[config.mk]
export PLATFORM = sky130hd
export DESIGN_NAME = ivr_producer
export DESIGN_NICKNAME = d
export VERILOG_FILES = /design/src/rtl/ivr_pkg.sv /design/src/rtl/ivr_queue.sv /design/src/rtl/ivr_ctrl.sv /design/src/rtl/ivr_writer.sv /design/src/rtl/ivr_producer.sv
export SDC_FILE = /design/constraint.sdc
export NUM_CORES = 1
export LEC_CHECK = 0
export ABC_CLOCK_PERIOD_IN_PS = 10870
export BUFFER_PORTS_ARGS = -buffer_cell sky130_fd_sc_hd__buf_2
export CAP_MARGIN = 20
export CORE_MARGIN = 3
export CORE_UTILIZATION = 60
export CTS_CLUSTER_DIAMETER = 40
export CTS_CLUSTER_SIZE = 10
export DETAILED_ROUTE_END_ITERATION = 10
export HOLD_SLACK_MARGIN = 0.03
export PLACE_DENSITY = 0.89
export SYNTH_ARGS = -nofsm -noshare
export SYNTH_HDL_FRONTEND = slang
export SYNTH_SLANG_ARGS = --single-unit
[constraint.sdc]
create_clock -name clk -period 10.87 [get_ports clk]
set_input_delay 2.7175 -clock clk [delete_from_list [all_inputs] [get_ports clk]]
set_output_delay 2.7175 -clock clk [all_outputs]
set_load 0.005 [all_outputs]
[src/rtl/ivr_pkg.sv]
package ivr_pkg;
   localparam int VEC_BYTES = 32;
   localparam int VEC_BEATS = 8;

   localparam logic [2:0] OFS_CTRL = 3'd0;
   localparam logic [2:0] OFS_BASE = 3'd1;
   localparam logic [2:0] OFS_RPTR = 3'd2;
   localparam logic [2:0] OFS_WPTR = 3'd3;
   localparam logic [2:0] OFS_WBAD = 3'd4;
   localparam logic [2:0] OFS_DBEL = 3'd5;

   typedef struct packed {
      logic [7:0]        client;
      logic [7:0]        source;
      logic [7:0]        ring;
      logic [3:0]        vmid;
      logic              vmid_src;
      logic [15:0]       pasid;
      logic [47:0]       stamp;
      logic [3:0][31:0]  data;
   } ivr_event_t;

   localparam int EV_W = $bits(ivr_event_t);

   function automatic logic [31:0] vec_word(input ivr_event_t e, input logic [2:0] idx);
      case (idx)
         3'd0:    return {e.vmid_src, 3'b000, e.vmid, e.ring, e.source, e.client};
         3'd1:    return e.stamp[31:0];
         3'd2:    return {16'h0000, e.stamp[47:32]};
         3'd3:    return {16'h0000, e.pasid};
         default: return e.data[idx[1:0]];
      endcase
   endfunction
endpackage

[src/rtl/ivr_queue.sv]
module ivr_queue #(
   parameter int W     = 8,
   parameter int DEPTH = 4
) (
   input  logic                      clk,
   input  logic                      rst_n,
   input  logic                      push,
   input  logic [W-1:0]              push_data,
   output logic                      can_push,
   input  logic                      pop,
   output logic                      has_data,
   output logic [W-1:0]              head,
   output logic [$clog2(DEPTH+1)-1:0] count
);
   localparam int CW = $clog2(DEPTH + 1);

   assign can_push = (count != CW'(DEPTH));
   assign has_data = (count != '0);

   generate
      if (DEPTH == 1) begin : g_single
         logic [W-1:0] slot;
         always_ff @(posedge clk or negedge rst_n) begin
            if (!rst_n) begin
               slot  <= '0;
               count <= '0;
            end else begin
               if (push && can_push) slot <= push_data;
               if (push && can_push) count <= 1'b1;
               else if (pop && has_data) count <= 1'b0;
            end
         end
         assign head = slot;
      end else begin : g_ring
         localparam int AW = $clog2(DEPTH);
         logic [W-1:0]  store [DEPTH];
         logic [AW-1:0] wr_i, rd_i;
         logic          do_push, do_pop;
         assign do_push = push && can_push;
         assign do_pop  = pop && has_data;
         always_ff @(posedge clk or negedge rst_n) begin
            if (!rst_n) begin
               wr_i  <= '0;
               rd_i  <= '0;
               count <= '0;
            end else begin
               if (do_push) wr_i <= (wr_i == AW'(DEPTH - 1)) ? '0 : wr_i + 1'b1;
               if (do_pop)  rd_i <= (rd_i == AW'(DEPTH - 1)) ? '0 : rd_i + 1'b1;
               if (do_push && !do_pop)      count <= count + 1'b1;
               else if (do_pop && !do_push) count <= count - 1'b1;
            end
         end
         always_ff @(posedge clk) begin
            if (do_push) store[wr_i] <= push_data;
         end
         assign head = store[rd_i];
      end
   endgenerate
endmodule

[src/rtl/ivr_ctrl.sv]
module ivr_ctrl
   import ivr_pkg::*;
#(
   parameter int ADDR_W = 32,
   parameter int PTR_W  = 18,
   parameter int DB_W   = 10
) (
   input  logic              clk,
   input  logic              rst_n,
   input  logic              reg_we,
   input  logic [2:0]        reg_addr,
   input  logic [31:0]       reg_wdata,
   output logic [31:0]       reg_rdata,
   input  logic              db_valid,
   input  logic [DB_W-1:0]   db_index,
   input  logic [31:0]       db_data,
   input  logic              commit,
   input  logic              drop,
   output logic              ring_en,
   output logic              intr_en,
   output logic              ovf_en,
   output logic              wb_en,
   output logic [ADDR_W-1:0] base,
   output logic [ADDR_W-1:0] wb_addr,
   output logic [PTR_W-1:0]  wptr,
   output logic [PTR_W-1:0]  mask,
   output logic              full,
   output logic              ovf,
   output logic              ovf_clr,
   output logic              irq
);
   localparam logic [PTR_W-1:0] ALIGN = {{(PTR_W-5){1'b1}}, 5'b00000};
   localparam logic [PTR_W-1:0] STEP  = PTR_W'(VEC_BYTES);
   localparam logic [PTR_W-1:0] ONES  = '1;

   logic [4:0]       size_lg;
   logic [PTR_W-1:0] rptr, wptr_next;
   logic [DB_W-1:0]  db_off;
   logic             db_en, wr_ctrl, wr_rptr, db_hit;

   always_comb begin
      if ({1'b0, size_lg} >= 6'(PTR_W - 2)) mask = ONES;
      else                                  mask = ~(ONES << ({1'b0, size_lg} + 6'd2));
   end

   assign wptr_next = (wptr + STEP) & mask;
   assign full      = (wptr_next == rptr);
   assign wr_ctrl   = reg_we && (reg_addr == OFS_CTRL);
   assign wr_rptr   = reg_we && (reg_addr == OFS_RPTR);
   assign ovf_clr   = wr_ctrl && reg_wdata[8];
   assign db_hit    = db_valid && db_en && (db_index == db_off);
   assign irq       = ring_en && intr_en && (rptr != wptr);

   always_ff @(posedge clk or negedge rst_n) begin
      if (!rst_n) begin
         {ring_en, intr_en, ovf_en, wb_en, db_en} <= '0;
         size_lg <= '0;
         base    <= '0;
         wb_addr <= '0;
         db_off  <= '0;
      end else if (reg_we) begin
         case (reg_addr)
            OFS_CTRL: begin
               ring_en <= reg_wdata[0];
               intr_en <= reg_wdata[1];
               size_lg <= reg_wdata[6:2];
               ovf_en  <= reg_wdata[7];
               wb_en   <= reg_wdata[9];
            end
            OFS_BASE: base    <= reg_wdata[ADDR_W-1:0];
            OFS_WBAD: wb_addr <= reg_wdata[ADDR_W-1:0];
            OFS_DBEL: begin
               db_off <= reg_wdata[DB_W-1:0];
               db_en  <= reg_wdata[16];
            end
            default: ;
         endcase
      end
   end

   always_ff @(posedge clk or negedge rst_n) begin
      if (!rst_n) begin
         rptr <= '0;
         wptr <= '0;
         ovf  <= 1'b0;
      end else begin
         if (drop)         ovf <= 1'b1;
         else if (ovf_clr) ovf <= 1'b0;
         if (!ring_en) begin
            rptr <= '0;
            wptr <= '0;
         end else begin
            if (commit) wptr <= wptr_next;
            if (wr_rptr)     rptr <= reg_wdata[PTR_W-1:0] & mask & ALIGN;
            else if (db_hit) rptr <= db_data[PTR_W-1:0] & mask & ALIGN;
         end
      end
   end

   always_comb begin
      case (reg_addr)
         OFS_CTRL: reg_rdata = {22'd0, wb_en, 1'b0, ovf_en, size_lg, intr_en, ring_en};
         OFS_BASE: reg_rdata = 32'(base);
         OFS_RPTR: reg_rdata = 32'(rptr);
         OFS_WPTR: reg_rdata = {ovf, 31'(wptr)};
         OFS_WBAD: reg_rdata = 32'(wb_addr);
         OFS_DBEL: reg_rdata = {15'd0, db_en, 16'(db_off)};
         default:  reg_rdata = '0;
      endcase
   end

   logic unused_bits;
   assign unused_bits = ^{reg_wdata, db_data};
endmodule

[src/rtl/ivr_writer.sv]
module ivr_writer
   import ivr_pkg::*;
#(
   parameter int ADDR_W = 32,
   parameter int PTR_W  = 18
) (
   input  logic              clk,
   input  logic              rst_n,
   input  logic              active,
   input  logic              ovf_en,
   input  logic              wb_en,
   input  logic              full,
   input  logic              ovf,
   input  logic [ADDR_W-1:0] base,
   input  logic [ADDR_W-1:0] wb_addr,
   input  logic [PTR_W-1:0]  wptr,
   input  logic              q_valid,
   input  ivr_event_t        q_head,
   output logic              q_pop,
   output logic              commit,
   output logic              drop,
   output logic              mem_valid,
   output logic [ADDR_W-1:0] mem_addr,
   output logic [31:0]       mem_data
);
   typedef enum logic [1:0] {W_IDLE, W_BEAT, W_WBACK} wstate_t;

   wstate_t    st;
   logic [2:0] beat;
   ivr_event_t cur;
   logic [PTR_W-1:0] slot_off;

   assign q_pop     = (st == W_IDLE) && active && q_valid;
   assign drop      = q_pop && full && ovf_en;
   assign commit    = (st == W_BEAT) && active && (beat == 3'(VEC_BEATS - 1));
   assign mem_valid = (st != W_IDLE) && active;

   always_comb begin
      if (st == W_WBACK) begin
         mem_addr = wb_addr;
         mem_data = {ovf, 31'(wptr)};
      end else begin
         mem_addr = base + ADDR_W'(slot_off) + ADDR_W'({beat, 2'b00});
         mem_data = vec_word(cur, beat);
      end
   end

   always_ff @(posedge clk or negedge rst_n) begin
      if (!rst_n) begin
         st       <= W_IDLE;
         beat     <= '0;
         cur      <= '0;
         slot_off <= '0;
      end else if (!active) begin
         st <= W_IDLE;
      end else begin
         case (st)
            W_IDLE: if (q_pop && !drop) begin
               cur      <= q_head;
               slot_off <= wptr;
               beat     <= '0;
               st       <= W_BEAT;
            end
            W_BEAT: begin
               beat <= beat + 1'b1;
               if (commit) st <= wb_en ? W_WBACK : W_IDLE;
            end
            default: st <= W_IDLE;
         endcase
      end
   end
endmodule

[src/rtl/ivr_producer.sv]
module ivr_producer
   import ivr_pkg::*;
#(
   parameter int ADDR_W = 32,
   parameter int PTR_W  = 18,
   parameter int DB_W   = 10,
   parameter int QDEPTH = 4
) (
   input  logic              clk,
   input  logic              rst_n,
   input  logic              reg_we,
   input  logic [2:0]        reg_addr,
   input  logic [31:0]       reg_wdata,
   output logic [31:0]       reg_rdata,
   input  logic              db_valid,
   input  logic [DB_W-1:0]   db_index,
   input  logic [31:0]       db_data,
   input  logic              ev_valid,
   output logic              ev_ready,
   input  logic [7:0]        ev_client,
   input  logic [7:0]        ev_source,
   input  logic [7:0]        ev_ring,
   input  logic [3:0]        ev_vmid,
   input  logic              ev_vmid_src,
   input  logic [15:0]       ev_pasid,
   input  logic [47:0]       ev_stamp,
   input  logic [127:0]      ev_data,
   output logic              mem_valid,
   output logic [ADDR_W-1:0] mem_addr,
   output logic [31:0]       mem_data,
   output logic              irq
);
   localparam int CW = $clog2(QDEPTH + 1);

   generate
      if (PTR_W < 8 || PTR_W > 31) begin : g_bad_ptr
         $error("PTR_W must lie in 8..31");
      end
      if (ADDR_W < PTR_W || ADDR_W > 32) begin : g_bad_addr
         $error("ADDR_W must lie in PTR_W..32");
      end
      if (DB_W < 1 || DB_W > 16) begin : g_bad_db
         $error("DB_W must lie in 1..16");
      end
      if (QDEPTH < 1) begin : g_bad_q
         $error("QDEPTH must be at least 1");
      end
   endgenerate

   ivr_event_t       ev_in, q_head;
   logic             q_valid, q_pop, commit, drop, full, ovf, ovf_clr;
   logic             ring_en, intr_en, ovf_en, wb_en;
   logic [ADDR_W-1:0] base, wb_addr;
   logic [PTR_W-1:0] wptr, mask;
   logic [CW-1:0]    q_count;

   always_comb begin
      ev_in.client   = ev_client;
      ev_in.source   = ev_source;
      ev_in.ring     = ev_ring;
      ev_in.vmid     = ev_vmid;
      ev_in.vmid_src = ev_vmid_src;
      ev_in.pasid    = ev_pasid;
      ev_in.stamp    = ev_stamp;
      ev_in.data     = ev_data;
   end

   ivr_queue #(.W(EV_W), .DEPTH(QDEPTH)) u_queue (
      .clk, .rst_n,
      .push(ev_valid), .push_data(ev_in), .can_push(ev_ready),
      .pop(q_pop), .has_data(q_valid), .head(q_head), .count(q_count)
   );

   ivr_ctrl #(.ADDR_W(ADDR_W), .PTR_W(PTR_W), .DB_W(DB_W)) u_ctrl (
      .clk, .rst_n, .reg_we, .reg_addr, .reg_wdata, .reg_rdata,
      .db_valid, .db_index, .db_data, .commit, .drop,
      .ring_en, .intr_en, .ovf_en, .wb_en, .base, .wb_addr,
      .wptr, .mask, .full, .ovf, .ovf_clr, .irq
   );

   ivr_writer #(.ADDR_W(ADDR_W), .PTR_W(PTR_W)) u_writer (
      .clk, .rst_n, .active(ring_en && intr_en), .ovf_en, .wb_en, .full, .ovf,
      .base, .wb_addr, .wptr, .q_valid, .q_head, .q_pop, .commit, .drop,
      .mem_valid, .mem_addr, .mem_data
   );
endmodule

=== After elaboration in Yosys (flattened, before gate mapping) ===
Memory sizes are Yosys's and may differ from the RTL's. A register that Yosys moved wholly into a read port is not among the register bits.
Index checks and enable logic that the tools add are counted.
Widths: inputs -> output; s select.

* Register bits after elaboration: 151
* RAM bits: 884
* Bits of input ports: 303
* Output and inout bits: 99
* Logic and storage cells: 122
* Memories kept: 1

{| class="wikitable"
|+ Memories
! name !! depth !! width !! rd ports !! clocked after Yosys merged registers in !! wr ports !! line !! source
|-
| u_queue.g_ring.store || 4 || 221 || 1 || 1 || 1 || ivr_queue.sv:36 || <nowiki>logic [W-1:0] store [DEPTH];</nowiki>
|}

* Add/sub/neg operators: 9
* Magnitude comparators: 2
* Eq/ne operators: 22
* Shifts and indexed selects: 1
* Multiplexer cells: 27
* Bitwise operators: 4
* Reduce and logical (&&, ||, !) cells: 38

{| class="wikitable"
|+ Operators with widths
! kind !! number
|-
| $pmux 32 s6 || 1
|-
| $pmux 32 s4 || 1
|-
| $mux 18 || 6
|-
| $mux 32 || 3
|-
| $bmux 32 s2 || 1
|-
| $and 18x18->18 || 3
|-
| $add 32x18->32 || 1
|-
| $add 32x5->32 || 1
|-
| $logic_and 1x1->1 || 19
|-
| $add 18x6->18 const B || 1
|-
| $eq 18x18->1 || 1
|-
| $ne 18x18->1 || 1
|-
| $not 18->18 || 1
|-
| $shl 18x6->18 const A || 1
|-
| $eq 3x2->1 const B || 4
|-
| $mux 2 || 6
|-
| $ne 3x3->1 const B || 4
|-
| $eq 10x10->1 || 1
|-
| $reduce_and 2->1 || 5
|-
| $eq 3x3->1 const B || 3
|-
| $mux 3 || 3
|-
| $reduce_bool 2->1 || 4
|-
| $add 3x1->3 const B || 2
|-
| $add 5x2->6 const B || 1
|-
| 16 further kinds || 29
|}

=== Depth between registers and ports, before layout ===
* Depth in word-level cells: 13
* Depth in mapped cells: 15
* Mapped depth without buffers: 11

=== By module ===
From an unflattened synthesis, not the netlist that was laid out.

* Cells, all modules: 3351
* Area, all modules: 51708.3 µm²

{| class="wikitable"
|+ By module, submodules not included
! module !! instances !! cells an instance !! area each (µm²) !! seq. area each (µm²)
|-
| ivr_queue || 1 || 1191 || 32336.0 || 26720.6
|-
| ivr_writer || 1 || 1496 || 12585.8 || 6105.9
|-
| ivr_ctrl || 1 || 663 || 6780.3 || 2902.8
|-
| ivr_producer || 1 || 1 || 6.3 || 0.0
|}

=== Worst setup path after synthesis ===
Ideal clock, no wire load.

* Kind: input -> register
* Start point: in ev_valid
* End point: mem u_queue.g_ring.store[0][0] (netlist name) (enable)
* Setup time: 611 ps
* Data arrival time: 7787 ps
* Data required time: 10259 ps
* Slack: 2472 ps
* Stages: 1
* Buffers on the path: 0
* Path through: and3_1

* Longest elaborated chain between the ends: 3

{| class="wikitable"
|+ Ends and longest elaborated chain
! item !! line !! source
|-
| start: declaration || ivr_producer.sv:18 || <nowiki>input logic ev_valid,</nowiki>
|-
| $logic_and 1x1->1 || ivr_queue.sv:39 || <nowiki>assign do_push = push && can_push;</nowiki>
|-
| $mux 1 || ivr_queue.sv:54 || <nowiki>if (do_push) store[wr_i] <= push_data;</nowiki>
|-
| $mux 1 (implied by the code) || ivr_queue.sv:54 ||
|-
| end: declaration || ivr_queue.sv:36 ||
|}

No other way between the ends.

=== Worst setup path after layout ===
* Start point: reg u_writer.beat[1]
* End point: out mem_addr[21]

* Longest elaborated chain between the ends: 2

{| class="wikitable"
|+ Ends and longest elaborated chain
! item !! line !! source
|-
| start: declaration || ivr_writer.sv:29 || <nowiki>logic [2:0] beat;</nowiki>
|-
| start signal: assignment || ivr_writer.sv:65 || <nowiki>beat <= beat + 1'b1;</nowiki>
|-
| $add 32x5->32 || ivr_writer.sv:43 || <nowiki>mem_addr = base + ADDR_W'(slot_off) + ADDR_W'({beat, 2'b00});</nowiki>
|-
| $mux 32 || ivr_writer.sv:39 || <nowiki>if (st == W_WBACK) begin</nowiki>
|-
| end: declaration || ivr_producer.sv:29 || <nowiki>output logic [ADDR_W-1:0] mem_addr,</nowiki>
|}

No other way between the ends.

==> metrics.md <==
| Metric | Value |
|---|---|
| Status | finished clean |
| Most common cell on crit path | a211oi_1 |
| I/O pin count | 402 |
| Worst reg-to-reg path cell count | 11 |
| Pleak | 22.3 nW |
| Synth cell count leaders | edfxtp_1, dfrtp_1, mux4_2, mux2_4, nand2_1 |
| Vias in the first global route | 30700 |
| Crit path cell chain | buf_4 -> fa_1 -> ha_1 -> a211oi_1 -> o21bai_1 -> a211oi_1 -> o211ai_1 -> a41o_1 -> nand3_1 -> xor2_1 -> o21ai_0 -> buf_2 |
| Final wirelength | 138000 um |
| Placed Instances | 4235 |
| Switching part of the total | 0.313 |
| Synthesized Nets | 3195 |
| Sum of negative setup slack | 0 ns |
| Final min period | 7.62 ns |
| Pwr Total | 0.0170 W |
| Syn avg cell area | 18.4 sq um |
| Yosys top cell area share | 0.509 |
| Int Pwr | 0.0117 W |
| Critical Path Sink Type | output port |
| Post-layout util | 0.704 |
| Synth Cell Area | 52100 sq um |
| DR iter-0 viols | 3412 |
| Drt drc | 0 |
| Post-route insts no fill | 4579 |
| Hold Violations, Final | 0 |
| RSZ-0062 raised after global routing | no |
| Reg-to-reg critical path endpoint | u_writer.cur[42] |
| Clk sinks | 1251 |
| Hold Path End | u_writer.cur[45] |
| Vias per Instance | 6.42 |
| Router iterations before antenna repair | 6 |
| Rel. slew slack | 0.237 |
| EDFF count, synth | 884 |
| Hold path cells | 1 |
| Core ar. | 85700 sq um |
| PwrDens | 282 nW/um^2 |
| Met1 Resource Use GR | 0.386 |
| Psw | 0.00532 W |
| Post-CTS Setup Bufs | 0 |
| Worst Path Arrival | 4.90 ns |
| DIE AREA | 90500 sq um |
| Clock tree buffer depth | 3 |
| Final Max Slew Viols | 0 |
| CP Data Required Time | 8.15 ns |
| Post-Synthesis Cells | 2838 |
| Yosys Warn Count | 0 |
| Slew @ Worst Pin | 1.14 ns |
| Die width | 301 um |
| Clk slew on worst S/H paths | 0.05 ns |
| Clock Root Buffer | clkbuf_16 |
| Upper clock frequency limit | 0.131 GHz |
| Synth unique cells | 81 |
| Hold Buf Count CTS | 0 |
| Startpoint type of the worst setup path | register |
| Tightest Hold Check Type | reg -> reg |
| Area Growth Syn to Fin | 15.7% |
| Hold Startpoint | u_writer.cur[45] |
| Cts repair resizes | 0 |
| Max-cap violations | 0 |
| Wirelength per Cell | 30.1 um |
| GRT busiest layer | met2 |
| Seq pwr share | 0.419 |
| TritonCTS clock tree | yes |
| Reg2reg start | u_ctrl.size_lg[1] |
| Routability Congestion | 0.931 |
| IO buf count | 382 |
| Cell accounting for the most synthesized area | edfxtp_1 |
| Dpl cell area | 55100 sq um |
| Asr flop ratio synth | 0.293 |
| Fin nets | 3611 |
| First-pass GRT wire length | 203000 um |
| Final Setup Violations | 0 |
| Fill cell count | 5146 |
| Placement Rows | 107 |
| Most frequent cell after synthesis | edfxtp_1 |
| Share of layout cells above drive strength 1 | 0.354 |
| Synth area leaders | edfxtp_1, dfrtp_1, mux4_2 |
| R2r setup slk | 5.87 ns |
| Seq/Total Area, Yosys | 0.685 |
| Tcrit/Tclk final | 0.701 |
| H-Tree Depth | 4 |
| GR Util All Layers | 0.307 |
| CP Max Fanout | 37 |
| Clk pwr share | 0.296 |
| Chip height | 301 um |
| Antenna Nets Post-Route | 0 |
| Initial cell density of the core | 0.608 |
| CP Class | reg -> out |
| Peak supply drop | 224 uV |
| Skew-Pair Late Insertion Delay | 0.76 ns |
| Post-DP HPWL | 82500 um |
| GR Util met2 | 0.508 |
| Clk_skew | 0.0532 ns |
| Via Count | 29400 |
| GR Overflow Total | 0 |
| Antenna violations before repair | 58 |
| Combinational share of power | 0.286 |
| Ys flop type | edfxtp_1 |
| Largest net degree at the start of global routing | 146 |
| Final Cell Area | 60300 sq um |
| Crit-path max cell delay | 0.64 ns |
| Slowest cell on crit path | buf_4 |
| Critical path origin | u_writer.beat[1] |
| Yosys reg bits | 1251 |
| CTS Buf Count | 160 |
| M3 GR Usage | 0.0702 |
-- placed cells by master (no fill, tap or decap), types with 9 or more instances in the layout --
master,n
edfxtp_1,884
nor2_1,84
nor3_1,16
nand4_1,10
xnor2_1,37
a222oi_1,13
nand3_1,32
a22oi_1,63
nand2_1,120
clkbuf_8,10
clkinv_2,12
and3_1,10
o31ai_1,12
buf_12,9
nand2b_1,9
mux4_2,254
buf_2,381
diode_2,49
dfrtp_1,363
inv_6,9
clkbuf_16,161
o22ai_1,11
mux2_2,104
o211ai_1,11
a21oi_1,49
mux2_4,177
a21o_1,17
ha_1,49
mux2_1,62
mux2i_1,17
clkbuf_1,77
o21ai_0,79
buf_4,31
inv_1,26
xor2_1,29
-- layout make-up --
cell class	count	area, sq um	area share
clock inverters	46	593	0.00983
flip-flops and latches	1251	35700	0.592
repair buffers	422	2330	0.0387
multi-input cells	1393	15500	0.258
clock buffers	248	4460	0.0739
inverters	26	97.6	0.00162
well taps	1144	1430	0.0237
diodes	49	123	0.00203
-- flip-flops by register name, indices dropped and copies added (netlist names), 2 cells and up --
| register | flops |
|---|---|
| u_ctrl.db_off | 10 |
| u_ctrl.size_lg | 5 |
| u_queue.g_ring.rd_i | 2 |
| u_writer.slot_off | 18 |
| u_queue.g_ring.store | 884 |
| u_writer.beat | 3 |
| u_writer.st | 2 |
| u_ctrl.base | 32 |
| u_ctrl.rptr | 13 |
| u_writer.cur | 221 |
| u_ctrl.wb_addr | 32 |
| u_queue.g_ring.wr_i | 2 |
| u_ctrl.wptr | 18 |
| u_queue.count | 3 |
-- layer usage --
metal / vias to the layer above / share of wire
li1: 12200 / -
met1: 15200 / 0.36
met2: 1636 / 0.51
met3: 337 / 0.083
met4: 26 / 0.046
met5: - / 0.0013
-- kinds of logic after synthesis --
logic type / share of synthesized area
compound gates: 0.0406
xor+xnor: 0.0111
fa+ha+maj: 0.0137
buf+inv: 0.0176
flops: 0.685
mux: 0.200
simple gates: 0.0317
-- through the flow --
step / setup WS (ns) / hold slack [ns]
after floorplan: 2.47 / 0.452
after global placement: 3.39 / 0.462
after detailed placement: 3.37 / 0.475
after CTS: 3.25 / 0.487
after global routing: 3.12 / 0.507
final: 3.25 / 0.487
-- power groups by stage --
stage | Combinational, W | Clock (W) | Sequential, W
finish | 0.00486 | 0.00503 | 0.00711
detailed placement | 0.00479 | 0 | 0.00709
CTS | 0.00488 | 0.00508 | 0.00709
floorplan | 0.00327 | 0 | 0.00691
global route | 0.00512 | 0.00528 | 0.00719
global placement | 0.00467 | 0 | 0.00699
-- critical path, delay by kind of cell, from the launching register on --
family                     cells  cell delay [ns]
and+or+nand+nor                1             0.19
adders and majority gates      2             0.90
AOI/OAI and AO/OA              6             1.87
xor gates and xnor gates       1             0.07
buffers and inverters          2             0.79
DFF                            1             0.33
-- worst max path at each step --
| stage | to | slack [ns] | depth (start not counted) |
|---|---|---|---|
| floorplan | u_queue.g_ring.store[0][0] | 2.47 | 1 |
| global placement | reg_rdata[31] | 3.39 | 5 |
| detailed placement | reg_rdata[31] | 3.37 | 5 |
| CTS | mem_addr[31] | 3.25 | 12 |
| global route | mem_addr[31] | 3.12 | 12 |
| finish | mem_addr[21] | 3.25 | 12 |
(Power assumes the default switching activity.)
